<file path="src/rtl/can_filt_pkg.sv">
package can_filt_pkg;
  typedef enum logic [1:0] {
    MODE_W32 = 2'b00,
    MODE_W16 = 2'b01,
    MODE_W8  = 2'b10,
    MODE_OFF = 2'b11
  } filt_mode_e;

  localparam int BYTE_W = 8;
endpackage

</file>
<file path="src/rtl/can_filt_byte_cmp.sv">
module can_filt_byte_cmp #(
  parameter int W = 8
) (
  input  logic [W-1:0] id_byte_i,
  input  logic [W-1:0] acc_byte_i,
  input  logic [W-1:0] mask_byte_i,
  output logic         match_o
);
  // masked bits never contribute a difference
  assign match_o = ~|((id_byte_i ^ acc_byte_i) & ~mask_byte_i);
endmodule

</file>
<file path="src/rtl/can_filt_group.sv">
module can_filt_group import can_filt_pkg::*; #(
  parameter int BANK_BYTES = 8,
  parameter int ID_BYTES   = 4
) (
  input  logic [BANK_BYTES-1:0] byte_match_i,
  input  logic [1:0]            mode_i,
  output logic [BANK_BYTES-1:0] hit_vec_o
);
  localparam int G16 = ID_BYTES / 2;
  localparam int N32 = BANK_BYTES / ID_BYTES;
  localparam int N16 = BANK_BYTES / G16;

  logic [N32-1:0] w32;
  logic [N16-1:0] w16;

  for (genvar f = 0; f < N32; f++) begin : g_w32
    assign w32[f] = &byte_match_i[f*ID_BYTES +: ID_BYTES];
  end
  for (genvar f = 0; f < N16; f++) begin : g_w16
    assign w16[f] = &byte_match_i[f*G16 +: G16];
  end

  always_comb begin
    hit_vec_o = '0;
    case (mode_i)
      MODE_W32: hit_vec_o[N32-1:0] = w32;
      MODE_W16: hit_vec_o[N16-1:0] = w16;
      MODE_W8:  hit_vec_o = byte_match_i;
      default:  hit_vec_o = '0;
    endcase
  end
endmodule

</file>
<file path="src/rtl/can_filt_prio_enc.sv">
module can_filt_prio_enc #(
  parameter int N     = 8,
  parameter int IDX_W = $clog2(N)
) (
  input  logic [N-1:0]     vec_i,
  output logic             any_o,
  output logic [IDX_W-1:0] idx_o
);
  always_comb begin
    any_o = |vec_i;
    idx_o = '0;
    // scan downward so the lowest set index wins
    for (int i = N - 1; i >= 0; i--) begin
      if (vec_i[i]) idx_o = IDX_W'(i);
    end
  end
endmodule

</file>
<file path="src/rtl/can_id_filter.sv">
module can_id_filter import can_filt_pkg::*; #(
  parameter int BANK_BYTES = 8,
  parameter int ID_BYTES   = 4,
  localparam int HIT_W     = $clog2(BANK_BYTES)
) (
  input  logic                         clk_i,
  input  logic                         rst_ni,
  input  logic                         valid_i,
  input  logic [BYTE_W*ID_BYTES-1:0]   id_i,
  input  logic [BYTE_W*BANK_BYTES-1:0] acc_i,
  input  logic [BYTE_W*BANK_BYTES-1:0] mask_i,
  input  logic [1:0]                   mode_i,
  output logic                         accept_o,
  output logic [HIT_W-1:0]             hit_o
);
  localparam int G16 = ID_BYTES / 2;

  logic [BANK_BYTES-1:0] byte_match;
  logic [BANK_BYTES-1:0] hit_vec;
  logic                  any_hit;
  logic [HIT_W-1:0]      hit_idx;

  // steer the identifier byte each bank byte faces, per filter width
  for (genvar k = 0; k < BANK_BYTES; k++) begin : g_byte
    localparam int I32 = k % ID_BYTES;
    localparam int I16 = k % G16;
    logic [BYTE_W-1:0] id_sel;

    always_comb begin
      case (mode_i)
        MODE_W32: id_sel = id_i[BYTE_W*I32 +: BYTE_W];
        MODE_W16: id_sel = id_i[BYTE_W*I16 +: BYTE_W];
        default:  id_sel = id_i[BYTE_W-1:0];
      endcase
    end

    can_filt_byte_cmp #(.W(BYTE_W)) u_cmp (
      .id_byte_i  (id_sel),
      .acc_byte_i (acc_i[BYTE_W*k +: BYTE_W]),
      .mask_byte_i(mask_i[BYTE_W*k +: BYTE_W]),
      .match_o    (byte_match[k])
    );
  end

  can_filt_group #(.BANK_BYTES(BANK_BYTES), .ID_BYTES(ID_BYTES)) u_group (
    .byte_match_i(byte_match),
    .mode_i      (mode_i),
    .hit_vec_o   (hit_vec)
  );

  can_filt_prio_enc #(.N(BANK_BYTES), .IDX_W(HIT_W)) u_prio (
    .vec_i(hit_vec),
    .any_o(any_hit),
    .idx_o(hit_idx)
  );

  always_ff @(posedge clk_i or negedge rst_ni) begin
    if (!rst_ni) begin
      accept_o <= 1'b0;
      hit_o    <= '0;
    end else begin
      accept_o <= valid_i & any_hit;
      if (valid_i) hit_o <= any_hit ? hit_idx : '0;
    end
  end
endmodule

</file>
<file path="config.mk">
export PLATFORM = sky130hd
export DESIGN_NAME = can_id_filter
export DESIGN_NICKNAME = d
export VERILOG_FILES = /design/src/rtl/can_filt_pkg.sv /design/src/rtl/can_filt_byte_cmp.sv /design/src/rtl/can_filt_group.sv /design/src/rtl/can_filt_prio_enc.sv /design/src/rtl/can_id_filter.sv
export SDC_FILE = /design/constraint.sdc
export NUM_CORES = 1
export LEC_CHECK = 0
export BUFFER_PORTS_ARGS = -buffer_cell sky130_fd_sc_hd__buf_4
export CORE_AREA = 3 3 69 71
export CTS_CLUSTER_DIAMETER = 40
export CTS_CLUSTER_SIZE = 20
export DETAILED_ROUTE_END_ITERATION = 16
export DIE_AREA = 0 0 72 74
export HOLD_SLACK_MARGIN = 0.15
export MAX_ROUTING_LAYER = met4
export PLACE_DENSITY = 0.85
export SKIP_LAST_GASP = 1
export SLEW_MARGIN = 20
export SYNTH_ARGS = -nofsm -noshare
export SYNTH_HDL_FRONTEND = slang
export SYNTH_SLANG_ARGS = --single-unit
</file>
<file path="constraint.sdc">
create_clock -name clk_i -period 2.45 [get_ports clk_i]
set_clock_uncertainty 0.1 [all_clocks]
set_input_delay 0.245 -clock clk_i [delete_from_list [all_inputs] [get_ports clk_i]]
set_output_delay 0.245 -clock clk_i [all_outputs]
set_load 0.05 [all_outputs]
</file>
# Yosys cells after proc, flatten, opt, wreduce, memory -nomap -nowiden
# Cells that the tools add are included.
[totals]
register_bits = 4
in_bits = 165
output_inout_bits = 4
[op_classes]
n_bitwise = 25
n_reduce_logical = 25
eq_ne = 2
muxes = 15
[op_table]
columns = ["operator", "count"]
rows = [
  ["$reduce_or 8->1", 9],
  ["$and 8x8->8", 8],
  ["$not 8->8", 8],
  ["$xor 8x8->8", 8],
  ["$mux 3", 9],
  ["$mux 8", 2],
  ["$pmux 8 s2", 1],
  ["$logic_not 1->1", 8],
  ["$reduce_and 2->1", 4],
  ["$reduce_and 4->1", 2],
  ["$pmux 2 s3", 1],
  ["$mux 4", 1],
  ["$pmux 2 s2", 1],
  ["$eq 2x1->1 const B", 1],
  ["$eq 2x2->1 const B", 1],
  ["$logic_not 2->1", 1],
  ["$reduce_or 2->1", 1],
  ["$and 1x1->1", 1],
]

# Logic depth before layout (Yosys ltp)
# Gate-level depths: netlist of the first run.
[depth]
depth_word = 17
depth_mapped = 13
depth_no_buf = 11

# Cells and area by module
# Synthesis of the first run repeated with hierarchy kept, for this count alone.
[hier_totals]
cells_unflattened = 204
area_unflattened_um2 = 1597.8
[modules_own_cells]
columns = ["module", "area_each_um2", "instances", "seq_area_each_um2", "cells_per_inst"]
rows = [
  ["can_filt_byte_cmp", 107.6, 8, 0.0, 13],
  ["can_id_filter", 488.0, 1, 100.1, 65],
  ["can_filt_group", 167.7, 1, 0.0, 22],
  ["can_filt_prio_enc", 81.3, 1, 0.0, 13],
]

# Worst setup path after synthesis of the first run
# No wires, ideal clock.
[synth_path]
path_type = "input -> register"
startpoint = "input mode_i[0]"
endpoint = "register hit_o[2]"
stages = 13
setup_slack_ps = -151
arrival_ps = 2380
required_time_ps = 2228
path_cell_list = "inv_1 -> ha_1 -> buf_6 -> or2_1 -> buf_6 -> a21oi_1 -> mux2i_1 -> o2111ai_1 -> nor3_2 -> nand4_1 -> a21oi_2 -> nor2_1 -> a32o_1"
[synth_via]
elab_chain_len = 16
[synth_rtl]
columns = ["item", "line_no", "rtl"]
rows = [
  ["start: declaration", "can_id_filter.sv:12", "input logic [1:0] mode_i,"],
  ["$eq 2x1->1 or $logic_not 2->1 (tied branches)", "can_filt_group.sv:25, can_id_filter.sv:30", ""],
  ["$pmux 8 s2", "can_id_filter.sv:30", "case (mode_i)"],
  ["$xor 8x8->8", "can_filt_byte_cmp.sv:10", "assign match_o = ~|((id_byte_i ^ acc_byte_i) & ~mask_byte_i);"],
  ["$and 8x8->8", "can_filt_byte_cmp.sv:10", ""],
  ["$reduce_or 8->1", "can_filt_byte_cmp.sv:10", ""],
  ["$logic_not 1->1", "can_filt_byte_cmp.sv:10", ""],
  ["$mux 4", "can_filt_group.sv:25", "case (mode_i)"],
  ["$mux 3 (8 in series)", "can_filt_prio_enc.sv:14", "if (vec_i[i]) idx_o = IDX_W'(i);"],
  ["$mux 3 (*)", "can_id_filter.sv:63", "if (valid_i) hit_o <= any_hit ? hit_idx : '0;"],
  ["end signal: assignment", "can_id_filter.sv:63", ""],
  ["end: declaration", "can_id_filter.sv:14", "output logic [HIT_W-1:0] hit_o"],
]
# Mark *: on every way between the ends. The rest lies on a longest branch, timed or not.
# A chain may end at the register's enable or synchronous reset.

# Worst setup path in the final report of the first run
# Ends and elaborated chain as after synthesis.

==> flow_metrics.env, run 1 <==
export IMPL_routedWlPerCell_um=20.3
export IMPL_vdd_drop_max_v=0.000138
export IMPL_critPathKind="input port to register"
export IMPL_ys_ff_latch=4
export IMPL_synth_edf_count=0
export IMPL_netlist_area_leader_share_pct=17.4
export IMPL_area_growth_pct=129
export IMPL_clk_pin_slew_worst_paths_ns=0.03
export IMPL_setup_viol=4
export IMPL_yosysWarnings=0
export IMPL_avgSynthCellArea_um2=8.10
export IMPL_dieArea_um2=5330
export IMPL_reg2reg_slack_ns=1.61
export IMPL_ios=169
export IMPL_nFillCells=246
export IMPL_drt_pass1_iter_count=9
export IMPL_grt_overflow=0
export IMPL_min_period_ns=2.77
export IMPL_wl_met3_um=1020
export IMPL_route_detailed_drc=0
export IMPL_place_hpwl_um=6680
export IMPL_synth_area_leaders="xnor2_1 (17%), xor2_1 (14%), o22ai_1 (9.7%)"
export IMPL_r2r_end="hit_o[2]"
export IMPL_final_util_pct=86.2
export IMPL_drive_gt1_share_pct=65.8
export IMPL_core_um2=4290
export IMPL_wirelength_um=9500
export IMPL_n_antenna_cell=0
export IMPL_drtIter0Drc=306
export IMPL_ys_flop_type="dfrtp_1"
export IMPL_yosysMostFrequentCell="xnor2_1"
export IMPL_synth_distinct_cells=37
export IMPL_synth_seq_area_share_pct=6.21
export IMPL_clock_sinks=4
export IMPL_clockBufferDepth=2
export IMPL_synthCells=199
export IMPL_hp_class="input port to async pin"
export IMPL_grt_first_pass_wirelength_um=12200
export IMPL_synth_largest_area_cell="xnor2_1"
export IMPL_start_util_pct=37.6
export IMPL_cts_max_level=1
export IMPL_critPathArrivalTime_ns=2.77
export IMPL_hold_violations=0
export IMPL_reg2reg_depth=1
export IMPL_die_x_um=72
export IMPL_final_setup_worst_slack_ns=-0.322
export IMPL_rsz0062_at_grt="true"
export IMPL_grt_use_total_pct=30.3
export IMPL_placed_area_um2=3220
export IMPL_rows=24
export IMPL_syn_nets=368
export IMPL_vias=2724
export IMPL_status="finished with violations"
export IMPL_antenna_found_initial=0
export IMPL_dr_wl_met2_um=5040
export IMPL_crit_chain="buf_8 -> inv_6 -> ha_4 -> buf_8 -> buf_6 -> a221o_1 -> buf_6 -> xnor2_2 -> o22ai_2 -> nor4_2 -> buf_4 -> a32oi_2 -> a21oi_2 -> nor2_2 -> a32o_2"
export IMPL_synthTopCellsByCount="xnor2_1 (32), xor2_1 (26), o22ai_1 (25), mux2i_1 (14)"
export IMPL_violations="negative setup slack"
export IMPL_numCtsBuffers=3
export IMPL_power_leakage_nw=1.74
export IMPL_fmax_ghz=0.361
export IMPL_cts_root_buf="clkbuf_8"
export IMPL_drt_met1_wl_um=3030
export IMPL_grt_max_degree=14
export IMPL_crit_path_end_kind="register"
export IMPL_slew_viol_final=0
export IMPL_maxCapViolCount=0
export IMPL_place_gp_congestion=0.948
export IMPL_syn_area_um2=1610
export IMPL_port_buffers=168
export IMPL_power_density_nw_per_um2=282
export IMPL_top_layer_used="met4"
export IMPL_r2r_start="hit_o[2]"
export IMPL_routed_via_density=5.83
export IMPL_max_stage_delay_ns=0.34
export IMPL_worstSetupStartpointType="input port"
export IMPL_path_max_fanout=7
export IMPL_clkLatencyLatePin_ns=0.22
export IMPL_final_area_um2=3700
export IMPL_fin_nets=586
export IMPL_cts_tree="done"
export IMPL_postSynth_asyncResetShare_pct=100
export IMPL_worst_pin_slew_ns=0.506
export IMPL_worst_path_max_delay_cell="a221o_1"
export IMPL_grt_pass1_vias=2689
export IMPL_slew_headroom_pct=65.9
export IMPL_fin_crit_sh_pct=113
export IMPL_die_h_um=74
export IMPL_required_ns=2.45
export IMPL_ant_nets=0
[metrics by stage]
step / total power [mW] / cells / worst slack (ns) / hold WS [ns] / setup TNS, ns
finish: 1.04 / 467 / -0.322 / 0.272 / -1.16
global route: 1.08 / 467 / -0.375 / 0.274 / -1.40
CTS: 0.948 / 459 / -0.147 / 0.259 / -0.460
detailed placement: 0.748 / 444 / -0.641 / -0.0559 / -2.42
global placement: 0.730 / 444 / -0.489 / -0.0582 / -1.76
floorplan: 0.403 / 199 / 0.00244 / -0.151 / 0
[worst max-delay path by stage]
stage	slack (ns)	startpoint	to	cells after the start
finish	-0.32	mode_i[0]	hit_o[2]	15
global route	-0.37	mode_i[0]	hit_o[2]	15
CTS	-0.15	mode_i[0]	hit_o[2]	15
detailed placement	-0.64	mode_i[0]	hit_o[2]	13
global placement	-0.49	mode_i[0]	hit_o[2]	14
floorplan	0.002	mode_i[1]	hit_o[2]	13
[sequential cells by signal (all words and copies together), names as in the netlist]
name / cells
accept_o: 1
hit_o: 3
[report_power, final]
part           total, mW  switching, mW  leakage (nW)  internal (mW)
Sequential        0.0770        0.00384        0.0547         0.0731
Combinational      0.823          0.366          1.67          0.458
Clock              0.143         0.0376        0.0216          0.105
[repair_timing]
item,CTS,global route
hold buffers,1,0
resized for setup,30,28
endpoints found under the setup margin,4,4
pin swaps,16,16
cloned,0,0
endpoints found under the hold margin,4,0
buffers inserted,12,8
[layout by cell type, fill, tap and decap left out, drive strengths merged, types with 2 or more instances in the layout]
| cell type | instances |
|---|---|
| mux2i | 14 |
| xnor2 | 32 |
| nand2 | 4 |
| nor3b | 8 |
| o22a | 2 |
| nor2 | 10 |
| buf | 219 |
| xor2 | 26 |
| o22ai | 25 |
| dfrtp | 4 |
| o221ai | 2 |
| a221o | 8 |
| nand2b | 2 |
| inv | 5 |
| nor3 | 6 |
| o2111ai | 2 |
| a21oi | 12 |
| nor2b | 6 |
| clkbuf | 3 |
| o21ai | 4 |
| a32o | 2 |
| nor4 | 4 |
| ha | 4 |
| a32oi | 2 |
[final cells by class]
type | instances | area [um^2] | share of cell area (%)
flip-flops and latches | 4 | 100 | 2.71
clock buffers | 3 | 41.3 | 1.12
multi-input cells | 183 | 1740 | 46.9
repair buffers | 220 | 1730 | 46.8
well taps | 52 | 65.1 | 1.76
inverters | 5 | 26.3 | 0.710
[kinds of logic after synthesis]
| group | count (synthesis) | share of synthesized area, % |
|---|---|---|
| and+or+nand+nor | 43 | 17.5 |
| DFF | 4 | 6.21 |
| xor gates and xnor gates | 58 | 31.5 |
| muxes | 14 | 8.69 |
| buffers and inverters | 12 | 4.73 |
| AOI/OAI and AO/OA | 64 | 28.2 |
| adders and majority gates | 4 | 3.10 |
[metal layers]
| layer | track usage, % | vias up |
|---|---|---|
| met5 | - | - |
| met4 | 11.3 | 0 |
| met3 | 6.08 | 59 |
| met2 | 56.5 | 231 |
| met1 | 31.3 | 1241 |
| li1 | - | 1193 |
[critical path, delay by kind of cell]
kind / cells / cell delay (ns)
fa+ha+maj: 1 / 0.16
simple gates: 2 / 0.39
xor+xnor: 1 / 0.16
buf+inv: 6 / 0.70
compound gates: 5 / 1.10
Note: power is estimated with default switching activity, not from simulation.
==> inputs of run 2 (changes only) <==
CORE_AREA = 3 3 95 52   (was 3 3 69 71)
DIE_AREA = 0 0 98 55   (was 0 0 72 74)
PLACE_DENSITY = 0.86   (was 0.85)
==> flow_metrics.env, run 2 (synthesized netlist as in run 1, its figures left out) <==
export IMPL_crit_start="mode_i[0]"
export IMPL_whs_ns=0.270
export IMPL_grt_pass1_vias=2426
export IMPL_core_um2=4230
export IMPL_reg2reg_slack_ns=1.63
export IMPL_status="finished with violations"
export IMPL_top_regs="hit_o: 3 flops, accept_o: 1 flops"
export IMPL_rows=17
export IMPL_grt_first_pass_wirelength_um=11900
export IMPL_final_setup_worst_slack_ns=-0.363
export IMPL_r2r_end="hit_o[1]"
export IMPL_critPathCapture="hit_o[0]"
export IMPL_vias=2523
export IMPL_min_period_ns=2.81
export IMPL_wl_met3_um=852
export IMPL_dr_wl_met2_um=4000
export IMPL_drtIter0Drc=118
export IMPL_maxCapViolCount=0
export IMPL_crit_path_end_kind="register"
export IMPL_rsz0062_at_grt="true"
export IMPL_ios=169
export IMPL_violations="negative setup slack"
export IMPL_place_gp_congestion=0.881
export IMPL_critPathArrivalTime_ns=2.84
export IMPL_antenna_found_initial=0
export IMPL_reg2reg_depth=1
export IMPL_numCtsBuffers=3
export IMPL_slew_viol_final=0
export IMPL_clkLatencyLatePin_ns=0.22
export IMPL_drive_gt1_share_pct=61.2
export IMPL_cts_root_buf="clkbuf_8"
export IMPL_drt_pass1_iter_count=5
export IMPL_worst_pin_slew_ns=0.412
export IMPL_largest_register="hit_o"
export IMPL_start_util_pct=38.1
export IMPL_crit_chain="buf_6 -> buf_12 -> inv_4 -> ha_4 -> buf_12 -> buf_4 -> mux2i_2 -> xor2_1 -> o22ai_1 -> nor4_4 -> buf_4 -> a32oi_1 -> o22ai_1 -> a21oi_1 -> o31ai_1"
export IMPL_grt_max_degree=16
export IMPL_hold_violations=0
export IMPL_max_stage_delay_ns=0.39
export IMPL_clock_sinks=4
export IMPL_drt_met1_wl_um=3480
export IMPL_top_layer_used="met4"
export IMPL_setup_tns_ns=-1.26
export IMPL_r2r_start="hit_o[1]"
export IMPL_n_antenna_cell=0
export IMPL_setup_viol=4
export IMPL_place_hpwl_um=6810
export IMPL_clockBufferDepth=2
export IMPL_cts_tree="done"
export IMPL_worst_path_max_delay_cell="nor4_4"
export IMPL_slew_headroom_pct=72.3
export IMPL_power_leakage_nw=1.69
export IMPL_cts_max_level=1
export IMPL_routedWlPerCell_um=17.9
export IMPL_die_x_um=98
export IMPL_ant_nets=0
export IMPL_area_growth_pct=120
export IMPL_path_max_fanout=7
export IMPL_port_buffers=168
export IMPL_route_detailed_drc=0
export IMPL_final_cell_mix="buf_4 (207), xnor2_1 (30), xor2_1 (26), o22ai_1 (23), mux2i_1 (13)"
export IMPL_final_common_cell="buf_4"
export IMPL_die_h_um=55
export IMPL_wirelength_um=8390
export IMPL_clk_pin_slew_worst_paths_ns=0.03
export IMPL_hp_class="input port to async pin"
export IMPL_largest_register_ffs=3
export IMPL_required_ns=2.47
export IMPL_dieArea_um2=5390
export IMPL_power_density_nw_per_um2=274
export IMPL_fin_nets=583
export IMPL_grt_overflow=0
export IMPL_critPathKind="input port to register"
export IMPL_grt_use_total_pct=29.3
export IMPL_fmax_ghz=0.355
export IMPL_vdd_drop_max_v=0.000149
export IMPL_worstSetupStartpointType="input port"
export IMPL_routed_via_density=5.38
export IMPL_fin_crit_sh_pct=115
==> run 2: cell types whose count changed in the layout (fill, tap and decap cells not counted), moves of 2 or more <==
cell     before  now
xnor2_2       5    2
mux2i_1      10   13
buf_12        2    4
o22ai_2       5    2
o22ai_1      20   23
mux2i_2       4    1
a21oi_4       6    4
buf_6         8    3
xnor2_1      27   30
==> run 2: per-layer routing <==
metal / vias up / GRT usage (%)
met5: - / -
met3: 14 / 4.76
li1: 1184 / -
met1: 1164 / 36.5
met4: 0 / 4.14
met2: 161 / 52.6
==> run 2: worst min-delay path by stage <==
stage                start       end  slack (ns)  cells past startpoint
finish              rst_ni  hit_o[2]        0.27                      2
global route        rst_ni  hit_o[2]        0.29                      2
CTS                 rst_ni  hit_o[2]        0.26                      2
detailed placement  rst_ni  hit_o[0]       -0.06                      1
global placement    rst_ni  hit_o[2]       -0.06                      1
floorplan           rst_ni  accept_o       -0.15                      0
==> run 2: repair_timing <==
action                                 4_1_cts  5_1_grt
hold buffers                                 1        0
endpoints found under the hold margin        4        0
gates cloned                                 0        0
pin swaps                                    5        8
gates resized for setup                     17        8
setup buffers                                8        3
setup endpoints to repair                    4        4
==> run 2: report_power, final <==
group	internal (mW)	switching, mW
clock	0.105	0.0363
combinational	0.430	0.325
sequential	0.0732	0.00439
total	0.608	0.366
==> run 2: layout make-up <==
| cell class | count | area [um^2] |
|---|---|---|
| Sequential cell | 4 | 100 |
| Timing Repair Buffer | 217 | 1710 |
| Tap cell | 57 | 71.3 |
| Multi-Input combinational cell | 183 | 1610 |
| Inverter | 5 | 23.8 |
| Fill cell | 252 | 683 |
| Clock buffer | 3 | 41.3 |
==> run 2: stage by stage <==
| stage | total power [mW] | utilization [%] | area [um^2] | cells | worst slack [ns] |
|---|---|---|---|---|---|
| after floorplan | 0.403 | - | 1700 | 199 | 0.00244 |
| after global placement | 0.750 | 77.4 | 3280 | 454 | -0.436 |
| after detailed placement | 0.762 | 77.4 | 3280 | 454 | -0.488 |
| after CTS | 0.940 | 82.4 | 3490 | 466 | -0.238 |
| after global routing | 1.02 | 83.9 | 3550 | 469 | -0.433 |
| final | 0.974 | 83.9 | 3550 | 469 | -0.363 |
==> run 2: worst max-delay path: cells and delay by family <==
kind / cells / cell delay, ns
muxes: 1 / 0.30
AOI/OAI and AO/OA: 5 / 0.77
buffers and inverters: 6 / 0.72
and+or+nand+nor: 1 / 0.39
adders and majority gates: 1 / 0.20
xor gates and xnor gates: 1 / 0.20
